**src/rtl/irq_trig_pkg.sv**
```systemverilog
package irq_trig_pkg;
  localparam int BYTE_W       = 8;
  localparam int CMD_INIT_BIT = 4;
  typedef enum logic {SEL_CMD = 1'b0, SEL_MODE = 1'b1} wr_target_e;
endpackage

```
**src/rtl/irq_req_sync.sv**
```systemverilog
module irq_req_sync #(
  parameter int WIDTH  = 8,
  parameter int STAGES = 2
) (
  input  logic             clk,
  input  logic             rst,
  input  logic [WIDTH-1:0] d,
  output logic [WIDTH-1:0] q
);
  logic [WIDTH-1:0] stg [STAGES];

  always_ff @(posedge clk) begin
    if (rst) stg[0] <= '0;
    else     stg[0] <= d;
  end

  for (genvar k = 1; k < STAGES; k++) begin : g_stage
    always_ff @(posedge clk) begin
      if (rst) stg[k] <= '0;
      else     stg[k] <= stg[k-1];
    end
  end

  assign q = stg[STAGES-1];
endmodule

```
**src/rtl/irq_mode_reg.sv**
```systemverilog
module irq_mode_reg #(
  parameter int               NLINES     = 8,
  parameter logic [NLINES-1:0] LEVEL_MASK = 8'hF8
) (
  input  logic              clk,
  input  logic              rst,
  input  logic              init,
  input  logic              wr,
  input  logic [NLINES-1:0] data,
  output logic [NLINES-1:0] mode
);
  always_ff @(posedge clk) begin
    if (rst || init) mode <= '0;
    else if (wr)     mode <= data & LEVEL_MASK;
  end

  // a mode write lands masked one edge later
  p_mode_write_r2: assert property (@(posedge clk) disable iff (rst)
    (wr && !init) |=> (mode == ($past(data) & LEVEL_MASK)));

  // a line outside the mask never reads as level mode
  p_mask_hold_r3: assert property (@(posedge clk) disable iff (rst)
    ((mode & ~LEVEL_MASK) == '0));
endmodule

```
**src/rtl/irq_line_cell.sv**
```systemverilog
module irq_line_cell (
  input  logic clk,
  input  logic rst,
  input  logic init,
  input  logic level,
  input  logic sample,
  input  logic clr,
  output logic pend
);
  logic prev;

  always_ff @(posedge clk) begin
    if (rst || init) begin
      pend <= 1'b0;
      prev <= 1'b0;
    end else begin
      prev <= sample;
      if (level)                pend <= sample & ~clr;
      else if (sample && !prev) pend <= 1'b1;
      else if (clr)             pend <= 1'b0;
    end
  end

  // level line copies the sampled input
  p_level_follow_r4: assert property (@(posedge clk) disable iff (rst)
    (level && !init && !clr) |=> (pend == $past(sample)));

  // rising sample on an edge line latches a request
  p_edge_set_r5: assert property (@(posedge clk) disable iff (rst)
    (!level && !init && sample && !prev) |=> pend);

  // edge line keeps its request without acknowledge
  p_edge_hold_r6: assert property (@(posedge clk) disable iff (rst)
    (!level && !init && !clr && pend) |=> pend);

  // acknowledge clears an edge line with no new rise
  p_ack_clear_r8: assert property (@(posedge clk) disable iff (rst)
    (!level && !init && clr && !(sample && !prev)) |=> !pend);
endmodule

```
**src/rtl/irq_trigger_latch.sv**
```systemverilog
module irq_trigger_latch
  import irq_trig_pkg::*;
#(
  parameter int                NLINES      = 8,
  parameter logic [NLINES-1:0] LEVEL_MASK  = 8'hF8,
  parameter int                SYNC_STAGES = 2,
  parameter int                IDX_W       = (NLINES > 1) ? $clog2(NLINES) : 1
) (
  input  logic              clk,
  input  logic              rst,
  input  logic [NLINES-1:0] req_in,
  input  logic              wr_en,
  input  logic              wr_sel,
  input  logic [BYTE_W-1:0] wr_data,
  input  logic              ack_valid,
  input  logic [IDX_W-1:0]  ack_line,
  output logic [NLINES-1:0] pending,
  output logic [NLINES-1:0] trig_mode
);
  logic              init_cmd;
  logic              mode_wr;
  logic [NLINES-1:0] req_s;
  logic [NLINES-1:0] clr_vec;

  assign init_cmd = wr_en && (wr_target_e'(wr_sel) == SEL_CMD) && wr_data[CMD_INIT_BIT];
  assign mode_wr  = wr_en && (wr_target_e'(wr_sel) == SEL_MODE);

  irq_req_sync #(.WIDTH(NLINES), .STAGES(SYNC_STAGES)) u_sync (
    .clk (clk),
    .rst (rst),
    .d   (req_in),
    .q   (req_s)
  );

  irq_mode_reg #(.NLINES(NLINES), .LEVEL_MASK(LEVEL_MASK)) u_mode (
    .clk  (clk),
    .rst  (rst),
    .init (init_cmd),
    .wr   (mode_wr),
    .data (wr_data[NLINES-1:0]),
    .mode (trig_mode)
  );

  for (genvar i = 0; i < NLINES; i++) begin : g_line
    assign clr_vec[i] = ack_valid && (ack_line == IDX_W'(i));
    irq_line_cell u_cell (
      .clk    (clk),
      .rst    (rst),
      .init   (init_cmd),
      .level  (trig_mode[i]),
      .sample (req_s[i]),
      .clr    (clr_vec[i]),
      .pend   (pending[i])
    );
  end

  // initialization empties both registers
  p_init_clear_r9: assert property (@(posedge clk) disable iff (rst)
    init_cmd |=> ((pending == '0) && (trig_mode == '0)));

  // a command byte without the init flag leaves the mode register alone
  p_cmd_noeffect_r10: assert property (@(posedge clk) disable iff (rst)
    (wr_en && !wr_sel && !wr_data[CMD_INIT_BIT]) |=> $stable(trig_mode));

  // reset empties both registers
  p_reset_r1: assert property (@(posedge clk)
    rst |=> ((pending == '0) && (trig_mode == '0)));
endmodule

```
**config.mk**
```make
export PLATFORM = sky130hd
export DESIGN_NAME = irq_trigger_latch
export DESIGN_NICKNAME = d
export VERILOG_FILES = /design/src/rtl/irq_trig_pkg.sv /design/src/rtl/irq_req_sync.sv /design/src/rtl/irq_mode_reg.sv /design/src/rtl/irq_line_cell.sv /design/src/rtl/irq_trigger_latch.sv
export SDC_FILE = /design/constraint.sdc
export NUM_CORES = 1
export LEC_CHECK = 0
export BUFFER_PORTS_ARGS = -buffer_cell sky130_fd_sc_hd__buf_2
export CAP_MARGIN = 20
export CORE_ASPECT_RATIO = 2
export CORE_UTILIZATION = 35
export DETAILED_ROUTE_END_ITERATION = 10
export PLACE_DENSITY = 0.6
export SYNTH_ARGS = -nofsm -noshare
export SYNTH_HDL_FRONTEND = slang
export SYNTH_SLANG_ARGS = --single-unit
```
**constraint.sdc**
```tcl
create_clock -name clk -period 0.9 [get_ports clk]
set_input_delay 0.18 -clock clk [delete_from_list [all_inputs] [get_ports clk]]
set_output_delay 0.18 -clock clk [all_outputs]
set_load 0.03 [all_outputs]
```
==> flow_metrics.env <==
export IMPL_status="finished with violations"
export IMPL_violations="setup timing"
export IMPL_clkTransAtPathRegs_ps=70
export IMPL_yosys_register_bits=37
export IMPL_die_area_mm2=0.004335
export IMPL_hold_buffers=0
export IMPL_grt_max_degree=13
export IMPL_synthArstFlopShare_pct=0
export IMPL_synth_top_area_cell="dfxtp_1"
export IMPL_pre_cts_ws_ps=-175.0
export IMPL_antenna_found_initial=0
export IMPL_drt_initial_drc_count=11
export IMPL_fin_ws_ps=-43.89
export IMPL_place_area_mm2=0.001573
export IMPL_drc=0
export IMPL_yosys_area_share_adder_pct=0
export IMPL_grt_pass1_wl_mm=4.140
export IMPL_fmax_mhz=1059
export IMPL_syn_inst=140
export IMPL_synth_top_family_by_area="simple AND/OR/NAND/NOR gates"
export IMPL_areaGrowthSynthToFinish_pct=31.78
export IMPL_grt_setup_unrepaired="true"
export IMPL_critPathMaxFanout=3
export IMPL_slowest_stage="dfxtp_4"
export IMPL_synthSimpleGateAreaFrac_pct=21.21
export IMPL_finalInstanceArea_mm2=0.001873
export IMPL_syn_area_mm2=0.001421
export IMPL_num_vias=1049
export IMPL_num_io_pins=40
export IMPL_grt_usage_pct=13.48
export IMPL_wire_per_inst_um=11.15
export IMPL_dp_cells=214
export IMPL_cp_num_buf_inv=1
export IMPL_synth_xor_area_share_pct=0
export IMPL_start_util_pct=36.60
export IMPL_synth_cell_types=27
export IMPL_cp_arrival_ps=760
export IMPL_die_y_um=92.12
export IMPL_grt_pass1_vias=1041
export IMPL_synth_compound_area_share_pct=14.08
export IMPL_yosys_warnings=0
export IMPL_drtAntennaViolNets=0
export IMPL_power_leakage_uw=0.0007719
export IMPL_synth_area_mux_share_pct=0
export IMPL_irDropWorstVdd_uv=1197
export IMPL_place_gp_congestion=0.7378
export IMPL_cts_tree="done"
export IMPL_cp_end_kind="output pin"
export IMPL_hold_class="primary input to flop"
export IMPL_clk_latency_ps=280
export IMPL_htree_levels=2
export IMPL_port_buffers=33
export IMPL_critPathRequiredTime_ps=720
export IMPL_grt_ovfl_total=0
export IMPL_synth_common_cells="dfxtp_1, buf_4, nor2b_1, nand2_1, and2_1"
export IMPL_drt_total_wl_mm=2.586
export IMPL_crit_chain="buf_6"
export IMPL_pwr_density_cell_mw_per_mm2=1755
export IMPL_min_period_ps=943.9
export IMPL_row_count=32
export IMPL_hold_viol=0
export IMPL_path_class="flop to output pin"
export IMPL_max_cap_violations=0
export IMPL_place_detailed_hpwl_mm=1.962
export IMPL_synth_edf_count=0
export IMPL_slew_viol_final=0
export IMPL_syn_area_per_cell_um2=10.15
export IMPL_crit_family="flip-flops"
export IMPL_firstDrtPassIters=4
export IMPL_yosysMostFrequentCell="dfxtp_1"
export IMPL_crit_path_max_incr_delay_ps=350
export IMPL_cts_buffers=5
export IMPL_cts_buffer_depth=2
export IMPL_min_period_over_period_pct=104.9
export IMPL_startpoint_type="flop"
export IMPL_setup_viol_count_final=13
export IMPL_synthFlopType="dfxtp_1"
export IMPL_diodes=0
export IMPL_die_x_um=47.06
export IMPL_avgViaCountPerCell=4.522
export IMPL_finalNonFillerCells=232
export IMPL_yosys_top_cells_area="dfxtp_1, buf_4, nor2b_1"
export IMPL_synth_top_area_share_pct=52.11
export IMPL_ys_seq_area_share_pct=52.11
export IMPL_skew_ps=2.291
export IMPL_root_buffer="clkbuf_8"
export IMPL_nNetsFinal=204
export IMPL_drive_gt1_share_pct=46.41
export IMPL_coreArea_mm2=0.003884
export IMPL_cts_sinks=37
==> what timing repair did <==
action	in CTS	in global routing
gates resized for setup	43	4
pin swaps	0	2
endpoints found under the setup margin	13	16
buffers inserted	7	3
==> cell type report <==
type	instances	area, µm²
inverter	6	22.52
clock buffer	8	80.08
tap	51	63.81
multi-input combinational	78	555.5
timing repair buffer	52	389.1
sequential	37	762.0
fill	418	2011
==> routing by layer <==
metal	wire length [µm]	global-route usage [%]	vias up	part of all wire [%]
li1	-	-	531	-
met1	910	12.39	475	35
met2	1425	21.88	31	55
met3	109	4.134	12	4.2
met4	141	11.67	0	5.5
met5	0	0	-	0
==> through the flow <==
| step | TNS (ps) | utilization (%) | power [µW] | hold WS, ps |
|---|---|---|---|---|
| 2_1_floorplan | 0 | - | 2071 | 308.2 |
| 3_3_place_gp | -596.1 | 40.50 | 2141 | 386.7 |
| 3_5_place_dp | -883.9 | 40.50 | 2157 | 393.0 |
| 4_1_cts | -558.2 | 46.88 | 3310 | 98.11 |
| 5_1_grt | -735.9 | 48.23 | 3438 | 102.5 |
| 6_report | -369.8 | 48.23 | 3288 | 105.9 |
==> worst paths after layout <==
path                                end  depth (start not counted)  slack (ps)             startpoint
hold / removal         u_sync.stg[0][5]                          2         110              req_in[5]
hold reg to reg        u_sync.stg[1][6]                          1         430       u_sync.stg[0][6]
setup reg to reg  g_line[5].u_cell.pend                          3          20  g_line[5].u_cell.pend
setup / recovery           trig_mode[6]                          1         -40         u_mode.mode[6]
==> report_power, final <==
group | internal [µW] | switching, µW
combinational | 232 | 232
clock | 549 | 519
sequential | 1720 | 41.5
==> cells by family (layout without fill, tap and decap cells) <==
logic type | after synthesis | count (layout)
simple gates | 51 | 51
other cells | 1 | 3
flops | 37 | 37
buf+inv | 27 | 66
compound gates | 24 | 24
==> sequential cells by signal (all words and copies together), names as in the netlist <==
signal              count
u_sync.stg             16
u_mode.mode             5
g_line.u_cell.prev      8
g_line.u_cell.pend      8
==> layout by cell type, fill, tap and decap left out <==
master,instances
a211oi_1,2
a211oi_2,3
a21oi_1,5
a21oi_2,3
a221oi_2,4
a221oi_4,1
a31o_4,1
a31oi_2,1
and2_1,8
and2b_1,3
buf_2,20
buf_4,19
buf_6,13
clkbuf_1,3
clkbuf_8,5
conb_1,3
dfxtp_1,24
dfxtp_2,11
dfxtp_4,2
inv_1,5
inv_2,1
nand2_1,11
nand2b_1,6
nand3_1,5
nand4_1,1
nand4b_1,3
nand4bb_1,1
nor2b_1,13
o21ai_0,3
o31ai_1,1
No activity file was read; power rests on OpenSTA's default activity.
